[config.mk]
export PLATFORM = sky130hd
export DESIGN_NAME = frac_clk_div
export DESIGN_NICKNAME = d
export VERILOG_FILES = /design/src/rtl/frac_div_pkg.sv /design/src/rtl/frac_div_seq.sv /design/src/rtl/frac_div_wave.sv /design/src/rtl/frac_clk_div.sv
export SDC_FILE = /design/constraint.sdc
export NUM_CORES = 1
export LEC_CHECK = 0
export BUFFER_PORTS_ARGS = -buffer_cell sky130_fd_sc_hd__buf_2
export CAP_MARGIN = 20
export CORE_MARGIN = 3
export CORE_UTILIZATION = 62
export CTS_BUF_LIST = sky130_fd_sc_hd__clkbuf_2 sky130_fd_sc_hd__clkbuf_4 sky130_fd_sc_hd__clkbuf_8
export CTS_CLUSTER_DIAMETER = 120
export CTS_CLUSTER_SIZE = 10
export DETAILED_ROUTE_END_ITERATION = 12
export GPL_TIMING_DRIVEN = 0
export HOLD_SLACK_MARGIN = 0.12
export PLACE_DENSITY_LB_ADDON = 0.25
export SYNTH_ARGS = -nofsm -noshare
export SYNTH_HDL_FRONTEND = slang
export SYNTH_SLANG_ARGS = --single-unit
[constraint.sdc]
create_clock -name clk -period 7.8 [get_ports clk]
set_input_delay 0.78 -clock clk [delete_from_list [all_inputs] [get_ports clk]]
set_output_delay 0.78 -clock clk [all_outputs]
set_load 0.02 [all_outputs]
[src/rtl/frac_div_pkg.sv]
package frac_div_pkg;

  // Width of the integer divisor and of each pattern parameter
  parameter int unsigned DIV_W = 8;
  parameter int unsigned PAT_W = 9;
  // Period lengths reach n+1, so they need one extra bit
  localparam int unsigned LEN_W = DIV_W + 1;

  typedef enum logic [0:0] {
    PH_GROUP = 1'b0,
    PH_TAIL  = 1'b1
  } phase_e;

  typedef struct packed {
    logic [DIV_W-1:0] n;
    logic [PAT_W-1:0] x;
    logic [PAT_W-1:0] y;
    logic [PAT_W-1:0] z;
    logic             long_rich;
  } frac_cfg_t;

endpackage

[src/rtl/frac_div_seq.sv]
// Pattern sequencer: holds the latched configuration and the position in
// the nested pattern, and reports the length of the period at that position.
module frac_div_seq
  import frac_div_pkg::*;
#(
  parameter frac_cfg_t RST_CFG = '{n: 8'd2, x: 9'd0, y: 9'd1, z: 9'd0, long_rich: 1'b0}
) (
  input  logic             clk,
  input  logic             rst,
  input  logic             active,
  input  logic             take,
  input  frac_cfg_t        cfg_in,
  output logic [LEN_W-1:0] per_len
);

  frac_cfg_t        cfg_q;
  phase_e           phase_q;
  logic [PAT_W-1:0] grp_q;
  logic [PAT_W-1:0] sub_q;
  logic [PAT_W-1:0] tail_q;

  logic [LEN_W-1:0] len_short;
  logic [LEN_W-1:0] len_long;
  logic             plain;
  logic             sub_end;
  logic             grp_end;
  logic             last;

  // Divisors below 2 are raised to 2
  always_comb begin
    if (cfg_q.n < DIV_W'(2)) len_short = LEN_W'(2);
    else                     len_short = {1'b0, cfg_q.n};
    len_long = len_short + LEN_W'(1);
  end

  assign plain   = (cfg_q.z == '0);
  assign sub_end = (sub_q == cfg_q.x);
  assign grp_end = (grp_q == cfg_q.z - PAT_W'(1));

  // The current position is the final period of the pattern
  always_comb begin
    if (plain)                    last = 1'b1;
    else if (phase_q == PH_TAIL)  last = (tail_q == cfg_q.y - PAT_W'(1));
    else                          last = sub_end && grp_end && (cfg_q.y == '0);
  end

  // Length of the period at the current position
  always_comb begin
    if (plain) begin
      per_len = len_short;
    end else if (phase_q == PH_TAIL) begin
      per_len = cfg_q.long_rich ? len_long : len_short;
    end else if (cfg_q.long_rich) begin
      per_len = (sub_q == '0) ? len_short : len_long;
    end else begin
      per_len = sub_end ? len_long : len_short;
    end
  end

  always_ff @(posedge clk) begin
    if (rst) begin
      cfg_q   <= RST_CFG;
      phase_q <= PH_GROUP;
      grp_q   <= '0;
      sub_q   <= '0;
      tail_q  <= '0;
    end else if (!active || (take && last)) begin
      cfg_q   <= cfg_in;
      phase_q <= PH_GROUP;
      grp_q   <= '0;
      sub_q   <= '0;
      tail_q  <= '0;
    end else if (take) begin
      if (phase_q == PH_TAIL) begin
        tail_q <= tail_q + PAT_W'(1);
      end else if (!sub_end) begin
        sub_q <= sub_q + PAT_W'(1);
      end else begin
        sub_q <= '0;
        if (!grp_end) begin
          grp_q <= grp_q + PAT_W'(1);
        end else begin
          phase_q <= PH_TAIL;
          tail_q  <= '0;
        end
      end
    end
  end


  cfg_hold_chk: assert property (@(posedge clk) disable iff (rst)
    (active && !(take && last)) |=> $stable(cfg_q));


  pos_bound_chk: assert property (@(posedge clk) disable iff (rst)
    (active && !plain && phase_q == PH_GROUP) |-> (sub_q <= cfg_q.x && grp_q < cfg_q.z));


  tail_bound_chk: assert property (@(posedge clk) disable iff (rst)
    (active && !plain && phase_q == PH_TAIL) |-> (tail_q < cfg_q.y));

endmodule

[src/rtl/frac_div_wave.sv]
// Waveform generator: counts source cycles inside the current period,
// asks the sequencer for the next length, and drives registered outputs.
module frac_div_wave
  import frac_div_pkg::*;
(
  input  logic             clk,
  input  logic             rst,
  input  logic             active,
  input  logic [LEN_W-1:0] per_len,
  output logic             take,
  output logic             div_clk,
  output logic             div_stb
);

  logic             running_q;
  logic [LEN_W-1:0] cnt_q;
  logic [LEN_W-1:0] len_q;
  logic [LEN_W-1:0] cnt_nx;

  assign take   = active && (!running_q || (cnt_q == len_q - LEN_W'(1)));
  assign cnt_nx = cnt_q + LEN_W'(1);

  always_ff @(posedge clk) begin
    if (rst || !active) begin
      running_q <= 1'b0;
      cnt_q     <= '0;
      len_q     <= LEN_W'(2);
      div_clk   <= 1'b0;
      div_stb   <= 1'b0;
    end else if (take) begin
      running_q <= 1'b1;
      cnt_q     <= '0;
      len_q     <= per_len;
      div_clk   <= 1'b1;
      div_stb   <= 1'b1;
    end else begin
      cnt_q     <= cnt_nx;
      div_clk   <= (cnt_nx < (len_q >> 1));
      div_stb   <= 1'b0;
    end
  end


  stb_single_chk: assert property (@(posedge clk) disable iff (rst)
    div_stb |=> !div_stb);


  stb_high_chk: assert property (@(posedge clk) disable iff (rst)
    div_stb |-> div_clk);


  gate_off_chk: assert property (@(posedge clk) disable iff (rst)
    !active |=> (!div_clk && !div_stb));


  len_min_chk: assert property (@(posedge clk) disable iff (rst)
    take |-> (per_len >= LEN_W'(2)));


  cnt_range_chk: assert property (@(posedge clk) disable iff (rst)
    running_q |-> (cnt_q < len_q));

endmodule

[src/rtl/frac_clk_div.sv]
module frac_clk_div
  import frac_div_pkg::*;
#(
  parameter int unsigned DEF_N = 2,
  parameter int unsigned DEF_X = 0,
  parameter int unsigned DEF_Y = 1,
  parameter int unsigned DEF_Z = 0
) (
  input  logic             clk,
  input  logic             rst,
  input  logic             clk_active,
  input  logic [DIV_W-1:0] div_int,
  input  logic [PAT_W-1:0] pat_x,
  input  logic [PAT_W-1:0] pat_y,
  input  logic [PAT_W-1:0] pat_z,
  input  logic             pat_long,
  output logic             div_clk,
  output logic             div_stb
);

  localparam frac_cfg_t RST_CFG = '{
    n:         DIV_W'(DEF_N),
    x:         PAT_W'(DEF_X),
    y:         PAT_W'(DEF_Y),
    z:         PAT_W'(DEF_Z),
    long_rich: 1'b0
  };

  frac_cfg_t        cfg_in;
  logic [LEN_W-1:0] per_len;
  logic             take;

  assign cfg_in = '{n: div_int, x: pat_x, y: pat_y, z: pat_z, long_rich: pat_long};

  frac_div_seq #(
    .RST_CFG (RST_CFG)
  ) u_seq (
    .clk     (clk),
    .rst     (rst),
    .active  (clk_active),
    .take    (take),
    .cfg_in  (cfg_in),
    .per_len (per_len)
  );

  frac_div_wave u_wave (
    .clk     (clk),
    .rst     (rst),
    .active  (clk_active),
    .per_len (per_len),
    .take    (take),
    .div_clk (div_clk),
    .div_stb (div_stb)
  );

endmodule

==> impl_metrics.prom, run 1 <==
# TYPE chip_impl_metric gauge
chip_impl_info{name="outcome",value="finished, final reports clean"} 1
chip_impl_metric{name="synth.cell_area",unit="µm²"} 4780
chip_impl_metric{name="port_buffers",unit=""} 40
chip_impl_metric{name="asyncSetResetFlopFracSynth",unit=""} 0
chip_impl_metric{name="worst_ep_required_time",unit="ns"} 8.03
chip_impl_metric{name="die-width",unit="µm"} 93.8
chip_impl_metric{name="detailedRoute.firstPassIterationCount",unit=""} 5
chip_impl_metric{name="maximum_number_of_pins_on_one_net_before_global_route_repair",unit=""} 14
chip_impl_metric{name="report.final.setup_viol",unit=""} 0
chip_impl_metric{name="first_pass_grt_wire_length",unit="µm"} 17600
chip_impl_metric{name="finished_layout_cells",unit=""} 708
chip_impl_metric{name="critPathMaxFanout",unit=""} 10
chip_impl_metric{name="finClkSkew",unit="ns"} 0.00640
chip_impl_metric{name="area_used_by_multi_input_combinational_logic",unit="µm²"} 2880
chip_impl_info{name="cpLargestDelayFamily",value="simple AND/OR/NAND/NOR gates"} 1
chip_impl_info{name="worstSetupEndpointType",value="register"} 1
chip_impl_metric{name="yosys.cell_types.count",unit=""} 57
chip_impl_metric{name="cts_max_path_buffers",unit=""} 2
chip_impl_metric{name="register_area",unit="µm²"} 1700
chip_impl_metric{name="routed_via_density",unit=""} 5.74
chip_impl_metric{name="synth.net_count",unit=""} 609
chip_impl_metric{name="power_frac_seq",unit=""} 0.491
chip_impl_info{name="r2r-start",value="u_seq.cfg_q[5]"} 1
chip_impl_info{name="predominant_post_synthesis_flop_cell",value="sky130_fd_sc_hd__dfxtp_1"} 1
chip_impl_metric{name="slew-limit-headroom",unit=""} 0.418
chip_impl_info{name="cts_tree",value="built"} 1
chip_impl_metric{name="start_util",unit=""} 0.649
chip_impl_metric{name="nFillCells",unit=""} 584
chip_impl_metric{name="design.die.area",unit="µm²"} 8800
chip_impl_metric{name="gp_congestion",unit=""} 0.837
chip_impl_metric{name="critical-path-max-stage-delay",unit="ns"} 0.58
chip_impl_metric{name="grtUsageTotal",unit=""} 0.249
chip_impl_metric{name="worst_path_arrival_time",unit="ns"} 3.43
chip_impl_metric{name="worst_hold_slack",unit="ns"} 0.514
chip_impl_metric{name="netSwitchingFraction",unit=""} 0.310
chip_impl_info{name="min_from",value="u_seq.tail_q[8]"} 1
chip_impl_metric{name="post_cts_resize_count",unit=""} 0
chip_impl_metric{name="post-route-min-period",unit="ns"} 3.20
chip_impl_metric{name="antenna-diode-count",unit=""} 0
chip_impl_metric{name="finalCritPeriodShare",unit=""} 0.410
chip_impl_metric{name="drtAntennaViolNets",unit=""} 0
chip_impl_info{name="worstHoldPathType",value="register to register"} 1
chip_impl_metric{name="drt_iter0_drc",unit=""} 194
chip_impl_metric{name="cts.repair_timing.setup_buffer_count",unit=""} 0
chip_impl_metric{name="vdd_ir_drop_max",unit="V"} 0.000120
chip_impl_metric{name="syn-instance-count",unit=""} 553
chip_impl_metric{name="final_layout_size_suffix_gt1_frac",unit=""} 0.128
chip_impl_metric{name="clockPowerShare",unit=""} 0.285
chip_impl_metric{name="ys_seq_area_frac",unit=""} 0.356
chip_impl_info{name="worstSetupPathType",value="register to register"} 1
chip_impl_metric{name="power_leakage",unit="nW"} 2.03
chip_impl_info{name="synth_area_leader_cell",value="sky130_fd_sc_hd__dfxtp_1"} 1
chip_impl_metric{name="clk_latency",unit="ns"} 0.36
chip_impl_metric{name="tightest_slew",unit="ns"} 0.866
chip_impl_metric{name="fin_total_pwr",unit="mW"} 0.993
chip_impl_metric{name="first_global_vias",unit=""} 3887
chip_impl_metric{name="final-max-slew-violation-count",unit=""} 0
chip_impl_metric{name="synth_seq_cells",unit=""} 85
chip_impl_metric{name="intPower",unit="mW"} 0.686
chip_impl_metric{name="dp_hpwl",unit="µm"} 7970
chip_impl_metric{name="grt_remaining_overflow",unit=""} 0
chip_impl_metric{name="max_clock_freq",unit="GHz"} 0.313
chip_impl_info{name="crit_path_start_kind",value="register"} 1
chip_impl_metric{name="antenna_found_initial",unit=""} 0
chip_impl_metric{name="syn-mean-instance-area",unit="µm²"} 8.65
chip_impl_metric{name="cts_bufs_inserted",unit=""} 9
chip_impl_metric{name="net-switching-power",unit="mW"} 0.307
chip_impl_metric{name="cts.sink_count",unit=""} 85
chip_impl_metric{name="synth_top_cell_area_share",unit=""} 0.356
chip_impl_metric{name="clock_edge_transition_at_the_registers_on_the_reported_setup_and_hold_paths",unit="ns"} 0.08
chip_impl_info{name="worstSetupStartpoint",value="u_seq.cfg_q[5]"} 1
chip_impl_metric{name="maxCapViolations",unit=""} 0
chip_impl_info{name="synth.top_cells.by_area",value="sky130_fd_sc_hd__dfxtp_1 36%, sky130_fd_sc_hd__xnor2_1 8.6%, sky130_fd_sc_hd__mux2i_1 8.0%"} 1
chip_impl_metric{name="yosys_warnings",unit=""} 0
chip_impl_metric{name="detail_route.drc_violations",unit=""} 0
chip_impl_metric{name="fin_setup_tns",unit="ns"} 0
chip_impl_metric{name="layout.core_utilization",unit=""} 0.716
chip_impl_metric{name="cts_hold_buf",unit=""} 0
chip_impl_metric{name="ioPinCount",unit=""} 41
chip_impl_metric{name="hold_violations",unit=""} 0
chip_impl_metric{name="count_of_buffering_cells_on_the_critical_path_with_inverters_included",unit=""} 2
chip_impl_metric{name="design.core.area",unit="µm²"} 7370
chip_impl_info{name="yosys.cell_count.top_type",value="sky130_fd_sc_hd__dfxtp_1"} 1
chip_impl_metric{name="synth_edf_count",unit=""} 0
chip_impl_metric{name="wl_per_cell",unit="µm"} 14.9
chip_impl_metric{name="total_via_count_in_the_routed_design",unit=""} 4063
chip_impl_metric{name="place.detailed.instances",unit=""} 692
chip_impl_metric{name="p_comb_frac",unit=""} 0.224
chip_impl_metric{name="finish.net_count",unit=""} 660
chip_impl_info{name="crit_path_cell_trace",value="clkbuf_1 -> nor4_1 -> xnor2_1 -> a31oi_1 -> nor4_1 -> nand4_1 -> a31oi_1 -> clkbuf_1 -> nor2_1"} 1
chip_impl_metric{name="pwr_density_cell",unit="nW/µm²"} 188
chip_impl_info{name="root_buffer",value="sky130_fd_sc_hd__clkbuf_8"} 1
chip_impl_info{name="rsz0062_at_grt",value="false"} 1
chip_impl_metric{name="cts.htree.levels",unit=""} 3
chip_impl_metric{name="total_wire_length_after_detailed_routing",unit="µm"} 10500
chip_impl_info{name="synth.cells.most_frequent",value="85 x sky130_fd_sc_hd__dfxtp_1, 76 x sky130_fd_sc_hd__nor2_1, 47 x sky130_fd_sc_hd__xnor2_1"} 1
chip_impl_info{name="slowest_stage",value="sky130_fd_sc_hd__nor4_1"} 1
chip_impl_metric{name="die_h",unit="µm"} 93.8
chip_impl_metric{name="post_synthesis_to_final_layout_area_growth",unit="%"} 10.4
chip_impl_metric{name="row_count",unit=""} 31
## power by group through the flow
stage / sequential, mW / clock, mW / combinational, mW
after floorplan: 0.490 / 0 / 0.173
after global placement: 0.496 / 0 / 0.212
after detailed placement: 0.497 / 0 / 0.221
after CTS: 0.487 / 0.286 / 0.222
after global routing: 0.491 / 0.309 / 0.246
final: 0.488 / 0.283 / 0.222
## metrics by stage
step	setup WS [ns]	area [µm²]
global route	4.24	5280
floorplan	5.10	4780
detailed placement	4.65	5110
CTS	4.62	5280
global placement	4.70	5110
finish	4.60	5280
## worst register-to-register path: stages (launching register included)
cell and delay (ns):
sky130_fd_sc_hd__dfxtp_1 0.30, sky130_fd_sc_hd__clkbuf_1 0.19, sky130_fd_sc_hd__nor4_1 0.50, sky130_fd_sc_hd__xnor2_1 0.17, sky130_fd_sc_hd__a31oi_1 0.11, sky130_fd_sc_hd__nor4_1 0.58
sky130_fd_sc_hd__nand4_1 0.23, sky130_fd_sc_hd__a31oi_1 0.45, sky130_fd_sc_hd__clkbuf_1 0.44, sky130_fd_sc_hd__nor2_1 0.10
## layout by cell type (no fill, tap or decap), types with 3 or more instances in the layout
cell,count
sky130_fd_sc_hd__a211oi_1,7
sky130_fd_sc_hd__a21oi_1,23
sky130_fd_sc_hd__a31oi_1,5
sky130_fd_sc_hd__and2_1,11
sky130_fd_sc_hd__and3_1,7
sky130_fd_sc_hd__buf_2,44
sky130_fd_sc_hd__buf_6,3
sky130_fd_sc_hd__clkbuf_1,14
sky130_fd_sc_hd__clkbuf_4,3
sky130_fd_sc_hd__clkbuf_8,9
sky130_fd_sc_hd__dfxtp_1,85
sky130_fd_sc_hd__ha_1,17
sky130_fd_sc_hd__inv_1,23
sky130_fd_sc_hd__mux2i_1,38
sky130_fd_sc_hd__nand2_1,25
sky130_fd_sc_hd__nand2b_1,6
sky130_fd_sc_hd__nand3_1,13
sky130_fd_sc_hd__nand4_1,11
sky130_fd_sc_hd__nand4_2,3
sky130_fd_sc_hd__nor2_1,76
sky130_fd_sc_hd__nor3_1,15
sky130_fd_sc_hd__nor3b_1,6
sky130_fd_sc_hd__nor4_1,16
sky130_fd_sc_hd__nor4b_1,5
sky130_fd_sc_hd__o21a_1,8
sky130_fd_sc_hd__o21ai_0,18
sky130_fd_sc_hd__or3_1,10
sky130_fd_sc_hd__xnor2_1,47
sky130_fd_sc_hd__xor2_1,20
## sequential cells by signal, indices dropped and copies added, names as in the netlist
signal / flops
u_seq.phase_q: 1
u_seq.tail_q: 9
u_wave.cnt_q: 9
u_seq.cfg_q: 36
u_seq.sub_q: 9
u_wave.div_clk: 1
u_wave.div_stb: 1
u_wave.len_q: 9
u_wave.running_q: 1
u_seq.grp_q: 9
## routing by layer
metal,global-route usage,vias up,routed length (µm)
met5,0,-,0
met4,0.0854,0,201
met3,0.0489,15,530
met2,0.413,98,5070
met1,0.322,1898,4730
li1,-,2052,-
## kinds of logic (layout without fill, tap and decap cells)
kind of cell | Yosys count | in the layout | synth area share
AOI/OAI and AO/OA | 82 | 82 | 0.111
xor gates and xnor gates | 67 | 67 | 0.123
adders and majority gates | 17 | 17 | 0.0445
buffers and inverters | 46 | 102 | 0.0426
DFF | 85 | 85 | 0.356
muxes | 38 | 38 | 0.0795
and+or+nand+nor | 218 | 218 | 0.243
## worst paths after layout
kind	cells past startpoint	endpoint	slack [ns]
worst max-delay path	9	u_seq.grp_q[5]	4.60
worst min-delay path	2	u_seq.tail_q[8]	0.51
worst max register to register	9	u_seq.grp_q[5]	4.60
worst min register to register	2	u_seq.tail_q[8]	0.51
## final cells by class
| cell class | count | area share |
|---|---|---|
| multi-input combinational | 422 | 0.545 |
| sequential | 85 | 0.322 |
| clock buffer | 12 | 0.0277 |
| tap | 99 | 0.0235 |
| buffer | 22 | 0.0216 |
| inverter | 24 | 0.0171 |
| timing repair buffer | 40 | 0.0379 |
| clock inverter | 4 | 0.00474 |
Note: power is estimated with default switching activity, not from simulation.
==> run 2: changes to the inputs <==
--- a/config.mk
+++ b/config.mk
@@ -5,10 +5,11 @@
 export SDC_FILE = /design/constraint.sdc
 export NUM_CORES = 1
 export LEC_CHECK = 0
+export ABC_AREA = 1
 export BUFFER_PORTS_ARGS = -buffer_cell sky130_fd_sc_hd__buf_2
 export CAP_MARGIN = 20
 export CORE_MARGIN = 3
-export CORE_UTILIZATION = 62
+export CORE_UTILIZATION = 57
 export CTS_BUF_LIST = sky130_fd_sc_hd__clkbuf_2 sky130_fd_sc_hd__clkbuf_4 sky130_fd_sc_hd__clkbuf_8
 export CTS_CLUSTER_DIAMETER = 120
 export CTS_CLUSTER_SIZE = 10
==> constraint.sdc (replaced) <==
create_clock -name clk -period 2.85 [get_ports clk]
set_input_delay 0.285 -clock clk [delete_from_list [all_inputs] [get_ports clk]]
set_output_delay 0.285 -clock clk [all_outputs]
set_load 0.02 [all_outputs]
==> run 2 against run 1 <==
Total power grew to 2.7 times the previous value. Clock skew is 0.0047 ns higher. Critical path depth is 7 higher. Final cell count is 56% higher. Register-to-register slack worse by 4.3 ns. Non-clock buffer count is 5 higher. Sequential share of layout area is 5.6 points lower. Combinational power is 130% higher. Largest cell class unchanged.
==> impl_metrics.prom, run 2 <==
# TYPE chip_impl_metric gauge
chip_impl_metric{name="post-route-min-period",unit="ns"} 2.51
chip_impl_metric{name="report.final.setup_viol",unit=""} 0
chip_impl_metric{name="total_wire_length_after_detailed_routing",unit="µm"} 12500
chip_impl_info{name="crit_path_cell_trace",value="inv_1 -> ha_1 -> or2_2 -> nand3_1 -> nor2_1 -> nand2_1 -> nor2_1 -> nand3_2 -> nand2_2 -> nand2_4 -> inv_2 -> nand2_2 -> buf_6 -> nand4_4 -> buf_6 -> a21oi_2"} 1
chip_impl_info{name="predominant_post_synthesis_flop_cell",value="sky130_fd_sc_hd__dfxtp_1"} 1
chip_impl_metric{name="place_area",unit="µm²"} 6160
chip_impl_metric{name="grtUsageTotal",unit=""} 0.234
chip_impl_metric{name="critPathMaxFanout",unit=""} 10
chip_impl_metric{name="cts.sink_count",unit=""} 85
chip_impl_metric{name="design.die.area",unit="µm²"} 11400
chip_impl_metric{name="synth.cell_area",unit="µm²"} 5800
chip_impl_metric{name="yosys.cell_types.count",unit=""} 38
chip_impl_metric{name="nFillCells",unit=""} 975
chip_impl_info{name="worstSetupPathType",value="register to register"} 1
chip_impl_metric{name="ioPinCount",unit=""} 41
chip_impl_metric{name="die-width",unit="µm"} 107
chip_impl_metric{name="maximum_number_of_pins_on_one_net_before_global_route_repair",unit=""} 14
chip_impl_info{name="worstHoldPathType",value="input pin to register"} 1
chip_impl_metric{name="synth_top_cell_area_share",unit=""} 0.293
chip_impl_metric{name="detail_route.drc_violations",unit=""} 0
chip_impl_info{name="most_frequent_standard_cell_in_the_layout_excluding_fill_and_tap_cells",value="sky130_fd_sc_hd__nand2_1"} 1
chip_impl_metric{name="final-max-slew-violation-count",unit=""} 0
chip_impl_info{name="cts_tree",value="built"} 1
chip_impl_metric{name="ys_seq_area_frac",unit=""} 0.293
chip_impl_info{name="synth_area_leader_cell",value="sky130_fd_sc_hd__dfxtp_1"} 1
chip_impl_metric{name="tightest_slew",unit="ns"} 0.600
chip_impl_metric{name="cts.htree.levels",unit=""} 3
chip_impl_metric{name="syn-mean-instance-area",unit="µm²"} 6.32
chip_impl_metric{name="syn-instance-count",unit=""} 918
chip_impl_metric{name="design_area",unit="µm²"} 6380
chip_impl_metric{name="design.core.area",unit="µm²"} 9820
chip_impl_metric{name="antenna_found_initial",unit=""} 0
chip_impl_info{name="synth.top_cells.by_area",value="sky130_fd_sc_hd__dfxtp_1 29%, sky130_fd_sc_hd__nand2_1 16%, sky130_fd_sc_hd__inv_1 11%"} 1
chip_impl_metric{name="drt_iter0_drc",unit=""} 306
chip_impl_info{name="outcome",value="finished, final reports clean"} 1
chip_impl_metric{name="cts.repair_timing.setup_buffer_count",unit=""} 0
chip_impl_info{name="layout.cells.most_common_list",value="240 x sky130_fd_sc_hd__nand2_1, 168 x sky130_fd_sc_hd__inv_1, 113 x sky130_fd_sc_hd__nor2_1"} 1
chip_impl_metric{name="layout.core_utilization",unit=""} 0.650
chip_impl_metric{name="vdd_ir_drop_max",unit="V"} 0.000275
chip_impl_metric{name="maxCapViolations",unit=""} 0
chip_impl_metric{name="slew-limit-headroom",unit=""} 0.597
chip_impl_metric{name="finish.net_count",unit=""} 1025
chip_impl_metric{name="largest_register_ffs",unit=""} 36
chip_impl_metric{name="cts_hold_buf",unit=""} 0
chip_impl_metric{name="fin_setup_tns",unit="ns"} 0
chip_impl_metric{name="critical-path-max-stage-delay",unit="ns"} 0.40
chip_impl_info{name="crit_path_start_kind",value="register"} 1
chip_impl_metric{name="detailedRoute.firstPassIterationCount",unit=""} 4
chip_impl_info{name="synth.cells.most_frequent",value="241 x sky130_fd_sc_hd__nand2_1, 168 x sky130_fd_sc_hd__inv_1, 114 x sky130_fd_sc_hd__nor2_1"} 1
chip_impl_metric{name="asyncSetResetFlopFracSynth",unit=""} 0
chip_impl_metric{name="clock_edge_transition_at_the_registers_on_the_reported_setup_and_hold_paths",unit="ns"} 0.09
chip_impl_metric{name="final_layout_size_suffix_gt1_frac",unit=""} 0.131
chip_impl_metric{name="cts_bufs_inserted",unit=""} 9
chip_impl_metric{name="synth_edf_count",unit=""} 0
chip_impl_metric{name="place.detailed.instances",unit=""} 1091
chip_impl_metric{name="worst_ep_required_time",unit="ns"} 3.15
chip_impl_metric{name="worst_path_arrival_time",unit="ns"} 2.81
chip_impl_metric{name="finClkSkew",unit="ns"} 0.0111
chip_impl_metric{name="finished_layout_cells",unit=""} 1107
chip_impl_metric{name="start_util",unit=""} 0.590
chip_impl_metric{name="total_via_count_in_the_routed_design",unit=""} 5506
chip_impl_metric{name="clk_latency",unit="ns"} 0.36
chip_impl_info{name="slowest_stage",value="sky130_fd_sc_hd__dfxtp_1"} 1
chip_impl_info{name="root_buffer",value="sky130_fd_sc_hd__clkbuf_8"} 1
chip_impl_metric{name="max_clock_freq",unit="GHz"} 0.398
chip_impl_metric{name="synth.net_count",unit=""} 974
chip_impl_info{name="rsz0062_at_grt",value="false"} 1
chip_impl_metric{name="power_leakage",unit="nW"} 3.18
chip_impl_metric{name="finalCritPeriodShare",unit=""} 0.881
chip_impl_metric{name="antenna-diode-count",unit=""} 0
chip_impl_metric{name="die_h",unit="µm"} 107
chip_impl_metric{name="hold_violations",unit=""} 0
chip_impl_metric{name="cts_max_path_buffers",unit=""} 2
chip_impl_metric{name="first_pass_grt_wire_length",unit="µm"} 22400
chip_impl_metric{name="drtAntennaViolNets",unit=""} 0
chip_impl_info{name="worstSetupEndpointType",value="register"} 1
chip_impl_info{name="largest_register",value="u_seq.cfg_q"} 1
chip_impl_metric{name="first_global_vias",unit=""} 5099
chip_impl_metric{name="routed_via_density",unit=""} 4.97
chip_impl_metric{name="pwr_density_cell",unit="nW/µm²"} 422
chip_impl_metric{name="synth_seq_cells",unit=""} 85
chip_impl_metric{name="fin_total_pwr",unit="mW"} 2.69
chip_impl_metric{name="post_synthesis_to_final_layout_area_growth",unit="%"} 10.0
chip_impl_metric{name="dp_hpwl",unit="µm"} 9630
chip_impl_metric{name="wl_per_cell",unit="µm"} 11.3
chip_impl_metric{name="port_buffers",unit=""} 40
chip_impl_metric{name="grt_remaining_overflow",unit=""} 0
chip_impl_metric{name="yosys_warnings",unit=""} 0
chip_impl_metric{name="gp_congestion",unit=""} 0.905
chip_impl_info{name="yosys.cell_count.top_type",value="sky130_fd_sc_hd__nand2_1"} 1
chip_impl_metric{name="row_count",unit=""} 36
## run 2: changes by cell type in the layout (fill, tap and decap cells not counted), moves of 10 or more
cell	before	now
sky130_fd_sc_hd__or3_1	10	0
sky130_fd_sc_hd__nand3_1	13	60
sky130_fd_sc_hd__and2_1	11	0
sky130_fd_sc_hd__nand2_1	25	240
sky130_fd_sc_hd__nand4_1	11	53
sky130_fd_sc_hd__a21oi_2	1	19
sky130_fd_sc_hd__nor2_1	76	113
sky130_fd_sc_hd__xnor2_1	47	12
sky130_fd_sc_hd__mux2i_1	38	0
sky130_fd_sc_hd__inv_1	23	168
sky130_fd_sc_hd__clkbuf_1	14	2
## run 2: cells by family after synthesis
kind of cell    count (synthesis)  synth area share
buf+inv                       203             0.150
xor+xnor                       37            0.0559
flops                          85             0.293
simple gates                  514             0.396
fa+ha+maj                      17            0.0367
compound gates                 62            0.0684
## run 2: final timing paths
kind                                      start  cells after the start  slack (ns)               end
worst min-delay path                        rst                      2        0.14  u_wave.running_q
worst min register to register  u_seq.tail_q[5]                      2        0.50   u_seq.tail_q[5]
worst max-delay path            u_wave.len_q[1]                     16        0.34    u_seq.grp_q[7]
worst max register to register  u_wave.len_q[1]                     16        0.34    u_seq.grp_q[7]
## run 2: area by class of cell
type	instances	area [µm²]	share of cell area
multi-input combinational	630	3230	0.507
clock buffer	13	166	0.0261
sequential	85	1700	0.267
tap	133	166	0.0261
buffer	27	209	0.0328
timing repair buffer	40	200	0.0314
inverter	176	661	0.104
clock inverter	3	43.8	0.00686
## run 2: repair_timing
item,CTS,global route
setup endpoints to repair,0,44
resized for setup,0,2
hold endpoints to repair,0,0
## run 2: worst max-delay path, delay by kind of cell, from the launching register on
family / cells / cell delay, ns
simple gates: 10 / 1.10
buf+inv: 4 / 0.57
flops: 1 / 0.40
fa+ha+maj: 1 / 0.29
compound gates: 1 / 0.10
## run 2: where the power goes
group	internal [mW]	switching, mW
Sequential	1.24	0.0393
Combinational	0.189	0.311
Clock	0.474	0.444
Total	1.90	0.795
## run 2: routing by layer
metal / routed length (µm) / part of all wire / global-route usage
met1: 6200 / 0.49 / 0.316
met5: 0 / 0 / 0
met2: 5670 / 0.45 / 0.393
met3: 505 / 0.040 / 0.0289
met4: 157 / 0.013 / 0.0667
## run 2: through the flow
stage	hold slack (ns)	setup WS (ns)
5_1_grt	0.138	0.0176
3_5_place_dp	0.488	0.275
2_1_floorplan	0.379	0.705
3_3_place_gp	0.479	0.374
4_1_cts	0.132	0.256
6_report	0.143	0.339
